### config.mk
export PLATFORM = sky130hd
export DESIGN_NAME = pmc_bank
export DESIGN_NICKNAME = d
export VERILOG_FILES = /design/src/rtl/pmc_pkg.sv /design/src/rtl/pmc_counter.sv /design/src/rtl/pmc_read_gate.sv /design/src/rtl/pmc_bank.sv
export SDC_FILE = /design/constraint.sdc
export NUM_CORES = 2
export LEC_CHECK = 0
export ABC_CLOCK_PERIOD_IN_PS = 2800
export BUFFER_PORTS_ARGS = -buffer_cell sky130_fd_sc_hd__buf_2
export CAP_MARGIN = 30
export CORE_MARGIN = 8
export CORE_UTILIZATION = 25
export DETAILED_ROUTE_END_ITERATION = 8
export SETUP_SLACK_MARGIN = 0.5
export SLEW_MARGIN = 20
export SYNTH_ARGS = -nofsm -noshare
export SYNTH_HDL_FRONTEND = slang
export SYNTH_HIERARCHICAL = 1
export SYNTH_SLANG_ARGS = --single-unit
### constraint.sdc
create_clock -name clk_i -period 2.8 [get_ports clk_i]
set_input_delay 0.56 -clock clk_i [delete_from_list [all_inputs] [get_ports clk_i]]
set_output_delay 0.56 -clock clk_i [all_outputs]
set_load 0.005 [all_outputs]
### src/rtl/pmc_pkg.sv
package pmc_pkg;
  localparam int unsigned REG_W  = 64;
  localparam int unsigned ADDR_W = 6;

  localparam logic [ADDR_W-1:0] A_EVSEL  = 6'h00;
  localparam logic [ADDR_W-1:0] A_GPCNT  = 6'h10;
  localparam logic [ADDR_W-1:0] A_FIXCTL = 6'h20;
  localparam logic [ADDR_W-1:0] A_GLBCTL = 6'h21;
  localparam logic [ADDR_W-1:0] A_CAPS   = 6'h22;
  localparam logic [ADDR_W-1:0] A_FIXCNT = 6'h30;

  localparam int unsigned ES_EN_BIT   = 22;
  localparam int unsigned ES_URD_BIT  = 37;
  localparam int unsigned FC_EN_W     = 4;
  localparam int unsigned FC_URD_BASE = 33;
  localparam int unsigned FC_STRIDE   = 4;
  localparam int unsigned CAP_URD_BIT = 2;

  typedef enum logic [1:0] {
    RD_PASS  = 2'd0,
    RD_ZERO  = 2'd1,
    RD_FAULT = 2'd2
  } rd_verdict_e;
endpackage

### src/rtl/pmc_counter.sv
module pmc_counter #(
  parameter int unsigned W = 48
) (
  input  logic         clk_i,
  input  logic         rst_ni,
  input  logic         wr_i,
  input  logic [W-1:0] wdata_i,
  input  logic         inc_i,
  output logic [W-1:0] cnt_o
);
  always_ff @(posedge clk_i or negedge rst_ni) begin
    if (!rst_ni)    cnt_o <= '0;
    else if (wr_i)  cnt_o <= wdata_i;
    else if (inc_i) cnt_o <= cnt_o + W'(1);
  end

  AST_CNT_STEP: assert property (@(posedge clk_i) disable iff (!rst_ni)
    (inc_i && !wr_i) |=> cnt_o == $past(cnt_o) + W'(1));
  AST_CNT_HOLD: assert property (@(posedge clk_i) disable iff (!rst_ni)
    (!inc_i && !wr_i) |=> $stable(cnt_o));
  AST_CNT_LOAD: assert property (@(posedge clk_i) disable iff (!rst_ni)
    wr_i |=> cnt_o == $past(wdata_i));
endmodule

### src/rtl/pmc_read_gate.sv
module pmc_read_gate
  import pmc_pkg::*;
#(
  parameter int unsigned NUM_GP  = 6,
  parameter int unsigned NUM_FIX = 4,
  parameter int unsigned W       = 48,
  parameter int unsigned IDX_W   = 4
) (
  input  logic                          clk_i,
  input  logic                          rst_ni,
  input  logic                          req_i,
  input  logic [IDX_W-1:0]              idx_i,
  input  logic [1:0]                    cpl_i,
  input  logic                          usr_en_i,
  input  logic [NUM_GP-1:0][W-1:0]      gp_cnt_i,
  input  logic [NUM_FIX-1:0][W-1:0]     fix_cnt_i,
  input  logic [NUM_GP-1:0]             gp_urd_i,
  input  logic [NUM_FIX-1:0]            fix_urd_i,
  output logic                          valid_o,
  output logic [W-1:0]                  data_o,
  output logic                          err_o
);
  localparam int unsigned SUB_W = IDX_W - 1;

  logic             is_fix;
  logic [SUB_W-1:0] sub;
  logic             in_range;
  logic [W-1:0]     sel_val;
  logic             sel_urd;
  rd_verdict_e      verdict;

  assign is_fix = idx_i[IDX_W-1];
  assign sub    = idx_i[SUB_W-1:0];

  always_comb begin
    in_range = 1'b0;
    sel_val  = '0;
    sel_urd  = 1'b0;
    if (is_fix) begin
      for (int i = 0; i < NUM_FIX; i++) begin
        if (int'(sub) == i) begin
          in_range = 1'b1;
          sel_val  = fix_cnt_i[i];
          sel_urd  = fix_urd_i[i];
        end
      end
    end else begin
      for (int i = 0; i < NUM_GP; i++) begin
        if (int'(sub) == i) begin
          in_range = 1'b1;
          sel_val  = gp_cnt_i[i];
          sel_urd  = gp_urd_i[i];
        end
      end
    end
  end

  // privilege 0 bypasses both user controls
  always_comb begin
    if (!in_range)           verdict = RD_FAULT;
    else if (cpl_i == 2'd0)  verdict = RD_PASS;
    else if (!usr_en_i)      verdict = RD_FAULT;
    else if (sel_urd)        verdict = RD_ZERO;
    else                     verdict = RD_PASS;
  end

  always_ff @(posedge clk_i or negedge rst_ni) begin
    if (!rst_ni) begin
      valid_o <= 1'b0;
      data_o  <= '0;
      err_o   <= 1'b0;
    end else begin
      valid_o <= req_i;
      if (req_i) begin
        data_o <= (verdict == RD_PASS) ? sel_val : '0;
        err_o  <= (verdict == RD_FAULT);
      end
    end
  end

  AST_RD_LATENCY: assert property (@(posedge clk_i) disable iff (!rst_ni)
    req_i |=> valid_o);
  AST_RD_IDLE: assert property (@(posedge clk_i) disable iff (!rst_ni)
    !req_i |=> !valid_o);
  AST_PRIV_OK: assert property (@(posedge clk_i) disable iff (!rst_ni)
    (req_i && cpl_i == 2'd0 && in_range) |=> !err_o);
  AST_USR_FAULT: assert property (@(posedge clk_i) disable iff (!rst_ni)
    (req_i && cpl_i != 2'd0 && !usr_en_i) |=> (err_o && data_o == '0));
  AST_BAD_IDX: assert property (@(posedge clk_i) disable iff (!rst_ni)
    (req_i && !in_range) |=> (err_o && data_o == '0));
endmodule

### src/rtl/pmc_bank.sv
module pmc_bank
  import pmc_pkg::*;
#(
  parameter int unsigned NUM_GP  = 6,
  parameter int unsigned NUM_FIX = 4,
  parameter int unsigned CNT_W   = 48,
  localparam int unsigned GP_SW  = (NUM_GP  > 1) ? $clog2(NUM_GP)  : 1,
  localparam int unsigned FX_SW  = (NUM_FIX > 1) ? $clog2(NUM_FIX) : 1,
  localparam int unsigned IDX_W  = ((GP_SW > FX_SW) ? GP_SW : FX_SW) + 1
) (
  input  logic                 clk_i,
  input  logic                 rst_ni,
  input  logic [ADDR_W-1:0]    reg_addr_i,
  input  logic [REG_W-1:0]     reg_wdata_i,
  input  logic                 reg_we_i,
  output logic [REG_W-1:0]     reg_rdata_o,
  input  logic [NUM_GP-1:0]    gp_evt_i,
  input  logic [NUM_FIX-1:0]   fix_evt_i,
  input  logic                 rd_req_i,
  input  logic [IDX_W-1:0]     rd_idx_i,
  input  logic [1:0]           rd_cpl_i,
  output logic                 rd_valid_o,
  output logic [CNT_W-1:0]     rd_data_o,
  output logic                 rd_err_o
);
  logic [NUM_GP-1:0][REG_W-1:0]  evsel_q;
  logic [REG_W-1:0]              fixctl_q;
  logic                          usr_en_q;
  logic [NUM_GP-1:0][CNT_W-1:0]  gp_cnt;
  logic [NUM_FIX-1:0][CNT_W-1:0] fix_cnt;
  logic [NUM_GP-1:0]             gp_urd;
  logic [NUM_FIX-1:0]            fix_urd;

  always_ff @(posedge clk_i or negedge rst_ni) begin
    if (!rst_ni) begin
      fixctl_q <= '0;
      usr_en_q <= 1'b0;
    end else if (reg_we_i) begin
      if (reg_addr_i == A_FIXCTL) fixctl_q <= reg_wdata_i;
      if (reg_addr_i == A_GLBCTL) usr_en_q <= reg_wdata_i[0];
    end
  end

  for (genvar g = 0; g < NUM_GP; g++) begin : g_gp
    logic es_wr, cnt_wr;
    assign es_wr  = reg_we_i && (reg_addr_i == A_EVSEL + ADDR_W'(g));
    assign cnt_wr = reg_we_i && (reg_addr_i == A_GPCNT + ADDR_W'(g));

    always_ff @(posedge clk_i or negedge rst_ni) begin
      if (!rst_ni)    evsel_q[g] <= '0;
      else if (es_wr) evsel_q[g] <= reg_wdata_i;
    end

    assign gp_urd[g] = evsel_q[g][ES_URD_BIT];

    pmc_counter #(.W(CNT_W)) i_cnt (
      .clk_i   (clk_i),
      .rst_ni  (rst_ni),
      .wr_i    (cnt_wr),
      .wdata_i (reg_wdata_i[CNT_W-1:0]),
      .inc_i   (gp_evt_i[g] && evsel_q[g][ES_EN_BIT]),
      .cnt_o   (gp_cnt[g])
    );
  end

  for (genvar f = 0; f < NUM_FIX; f++) begin : g_fix
    logic cnt_wr;
    assign cnt_wr     = reg_we_i && (reg_addr_i == A_FIXCNT + ADDR_W'(f));
    assign fix_urd[f] = fixctl_q[FC_URD_BASE + FC_STRIDE*f];

    pmc_counter #(.W(CNT_W)) i_cnt (
      .clk_i   (clk_i),
      .rst_ni  (rst_ni),
      .wr_i    (cnt_wr),
      .wdata_i (reg_wdata_i[CNT_W-1:0]),
      .inc_i   (fix_evt_i[f] && (|fixctl_q[FC_EN_W*f +: FC_EN_W])),
      .cnt_o   (fix_cnt[f])
    );
  end

  always_comb begin
    reg_rdata_o = '0;
    if (reg_addr_i == A_FIXCTL) reg_rdata_o = fixctl_q;
    if (reg_addr_i == A_GLBCTL) reg_rdata_o = REG_W'(usr_en_q);
    if (reg_addr_i == A_CAPS)   reg_rdata_o = REG_W'(1) << CAP_URD_BIT;
    for (int i = 0; i < NUM_GP; i++) begin
      if (reg_addr_i == A_EVSEL + ADDR_W'(i)) reg_rdata_o = evsel_q[i];
      if (reg_addr_i == A_GPCNT + ADDR_W'(i)) reg_rdata_o = REG_W'(gp_cnt[i]);
    end
    for (int i = 0; i < NUM_FIX; i++) begin
      if (reg_addr_i == A_FIXCNT + ADDR_W'(i)) reg_rdata_o = REG_W'(fix_cnt[i]);
    end
  end

  pmc_read_gate #(
    .NUM_GP  (NUM_GP),
    .NUM_FIX (NUM_FIX),
    .W       (CNT_W),
    .IDX_W   (IDX_W)
  ) i_gate (
    .clk_i     (clk_i),
    .rst_ni    (rst_ni),
    .req_i     (rd_req_i),
    .idx_i     (rd_idx_i),
    .cpl_i     (rd_cpl_i),
    .usr_en_i  (usr_en_q),
    .gp_cnt_i  (gp_cnt),
    .fix_cnt_i (fix_cnt),
    .gp_urd_i  (gp_urd),
    .fix_urd_i (fix_urd),
    .valid_o   (rd_valid_o),
    .data_o    (rd_data_o),
    .err_o     (rd_err_o)
  );

  AST_GLB_WR: assert property (@(posedge clk_i) disable iff (!rst_ni)
    (reg_we_i && reg_addr_i == A_GLBCTL) |=> usr_en_q == $past(reg_wdata_i[0]));
  AST_ERR_NODATA: assert property (@(posedge clk_i) disable iff (!rst_ni)
    (rd_valid_o && rd_err_o) |-> rd_data_o == '0);
endmodule

==> results.toml <==
[layout]
finish.utilization = 0.339
ff_latch_area_sq_um = 24600
filler_cell_count = 22800
synth_to_final_area_change_pct = 34.9
post_route_cells_drive_above_1_share = 0.365
area_of_combinational_cells_with_multiple_inputs_sq_um = 33100
num-nets-final = 6852

[clocking]
htree_levels = 3
cts.reportedPaths.clkPinSlew_ps = 60
worst_skew_pair.late_latency_ps = 810
cts-root-to-sink-buffers = 3
tritoncts.num_buffers = 115
clock_sink_total = 979
cts_tree = "done"
clock-root-buffer = "clkbuf_16"

[die]
start_util = 0.251
fp.dieArea_sq_um = 244000
fp.dieH_microns = 494
fp.coreArea_sq_um = 227000
floorplan.rows = 175
top_level_ports = 204
dieWidth_microns = 494

[logic_synthesis]
synth_top_area_frac = 0.429
mappedNetlistNets = 5893
synth-main-ff-cell = "dfrtp_1"
synth.largest_area_cell = "dfrtp_1"
yosys-top-cells-area = "dfrtp_1 (43%), mux2_2 (8.8%), o21ai_0 (5.0%), xor2_1 (4.3%), nand2_1 (4.2%)"
ys_seq_area_frac = 0.429
synthesis.area_sq_um = 57100
synth.most_common_cell = "dfrtp_1"
gate_count_after_technology_mapping = 5793
postSynth.asyncResetShare = 1.00
synth.yosys.warnings = 6
synth-seq-cells = 979
synth-edff-count = 0
postSynthAreaPerCell_sq_um = 9.87
post_synth_most_frequent_cells = "dfrtp_1 (979), nand2_1 (646), o21ai_0 (569), mux2_2 (445), nor2_1 (308)"
distinct_cell_type_count_after_synthesis = 91

[sta]
fin_worst_skew_ps = 99.6
finalSetupViolCount = 64
number_of_slew_limit_violations_in_the_final_report = 0
report.final.hold_viol_count = 0
max_freq_mhz = 292
worst_slack_ps = -629
timing.max_slew.rel_slack = 0.434
timing.setup.tns_ps = -28640
post-route-period-util = 1.22
worstMarginPinSlew_ps = 849
final_period_minus_worst_setup_slack_ps = 3430
rsz_0062_raised_after_global_routing = "yes"

[hold_path]
min_path_cells = 2
timing.hold.worst.class = "in -> reg"
hold_path.startpoint = "reg_wdata_i[61]"
hold-path-endpoint = "evsel_q[381]$_DFFE_PN0P_"

[worst_setup_path]
r2r-end = "g_fix[0].i_cnt/cnt_o[46]$_DFFE_PN0P_"
r2r.worst_path.cells = 12
rr_startpoint = "fixctl_q[0]$_DFFE_PN0P_"
timing_worst_setup_path_type = "in -> out"
critPathArrivalTime_ps = 2870
worstPathRequired_ps = 2240
critical_path.startpoint_type = "primary input"
critPathCaptureType = "primary output"
reg2reg_slack_ps = 160
timing.critical_path.fanout_max = 7

[power]
leakage_nw = 32.2
worst_vdd_rail_ir_drop_uv = 548
powerDensity_nw_per_um2 = 575

[run_status]
violated_checks = "negative setup slack"
outcome = "finished with violations"

[placed_design]
gp_routability_congestion = 1.02
numPortBuffers = 203
half_perimeter_wire_length_after_detailed_placement_mm = 215

[global_routing]
wire_length_of_the_first_global_routing_pass_mm = 401
grt_usage = 0.222
grt_pass1_vias = 54600
antenna_found_initial = 20
grt_overflow = 0
grt_max_degree = 119

[drt]
finalWirelength_mm = 284
ant_nets = 0
num_vias = 56200
drcViolationCount = 0
detail_route.iter0.violations = 6839
length_of_the_first_detailed_routing_pass_in_iterations = 8
route.detailed.vias_per_inst = 5.70
avgRoutedWirePerCell_microns = 28.8

[flow_run]
cap_viol_max_count = 0
cell type report:
cell class	count	area share
tap	3009	0.0488
timing repair buffer	1231	0.147
inverter	74	0.00365
clock buffer	156	0.0423
multi-input combinational	4351	0.430
clock inverter	55	0.00922
antenna	9	0.000292
sequential	979	0.319
layer usage:
metal / up-vias / share of wire / track usage
met5: - / 0.00028 / 0
met4: 12 / 0.055 / 0.0965
met3: 667 / 0.11 / 0.0495
met2: 3474 / 0.44 / 0.349
met1: 28400 / 0.40 / 0.294
li1: 23700 / - / -
how the worst max path moves through the flow:
stage,startpoint,to,slack [ps]
floorplan,reg_addr_i[2],reg_rdata_o[24],7
global placement,reg_addr_i[1],reg_rdata_o[25],-1210
detailed placement,reg_addr_i[1],reg_rdata_o[25],-1300
CTS,reg_addr_i[0],reg_rdata_o[34],-590
global route,reg_addr_i[0],reg_rdata_o[44],-610
finish,reg_addr_i[2],reg_rdata_o[5],-630
per-stage QoR:
| stage | setup WS [ps] | std cells | power [mW] | hold slack, ps | instance area, sq um |
|---|---|---|---|---|---|
| global route | -609 | 9857 | 45.8 | 110 | 77100 |
| finish | -629 | 9864 | 44.3 | 142 | 77100 |
| global placement | -1210 | 9484 | 27.1 | 465 | 68400 |
| CTS | -593 | 9794 | 43.9 | 87.2 | 75300 |
| detailed placement | -1300 | 9484 | 27.3 | 466 | 68400 |
| floorplan | 6.57 | 5793 | 22.3 | 264 | 57700 |
flip-flops by register name, summed over array words and instances (netlist names):
name and flops:
evsel_q 384, fixctl_q 64, g_fix.i_cnt/cnt_o 192, g_gp.i_cnt/cnt_o 288, i_gate/data_o 48, i_gate/err_o 1
i_gate/valid_o 1, usr_en_q 1
kinds of logic (layout without fill, tap and decap cells):
logic type	Yosys count	count (layout)	synth area share
other	0	9	0
and+or+nand+nor	2057	2057	0.193
adders and majority gates	10	10	0.00219
DFF	979	979	0.429
xor gates and xnor gates	373	373	0.0572
AOI/OAI and AO/OA	1278	1278	0.143
muxes	633	633	0.142
buffers and inverters	463	1516	0.0345
repair_timing:
item / CTS / global route
hold buffers: 1 / 0
resized for setup: 468 / 284
setup endpoints to repair: 222 / 213
gates cloned: 4 / 3
pin swaps: 182 / 172
hold endpoints to repair: 113 / 0
setup buffers: 94 / 58
critical path: stages:
cell      delay (ps)
buf_12           110
or4b_4           620
nor2_8           250
buf_12           170
buf_6             90
mux2i_1          170
o211ai_1         220
o21ai_2          330
nand3_4          180
buf_6            160
cells in the final DEF, fill, tap and decap left out, types with 39 or more instances in the layout:
cell and count:
inv_1 63, nand3_2 39, nor3_2 45, nor2_1 286, buf_2 169, mux2_2 445, dfrtp_2 68, a22oi_1 79
mux4_2 95, buf_12 130, clkbuf_16 118, xor2_1 280, a21oi_1 71, a31oi_1 78, or3_1 67, buf_6 153
nand2_1 629, buf_4 748, o22ai_1 44, o21ai_0 519, xnor2_1 89, nor4_1 60, dfrtp_1 911, nand3_1 145
a222oi_1 39, nor3_1 104, mux2i_1 80, and3_1 78, a221oi_1 101, nand4_1 278
where the power goes:
part / internal, mW / total [mW] / switching, mW / leakage (nW)
Clock: 9.28 / 16.1 / 6.82 / 1.96
Sequential: 16.3 / 19.6 / 3.29 / 12.7
Combinational: 3.85 / 8.63 / 4.79 / 17.5
Power figures use the tool's default switching activity.
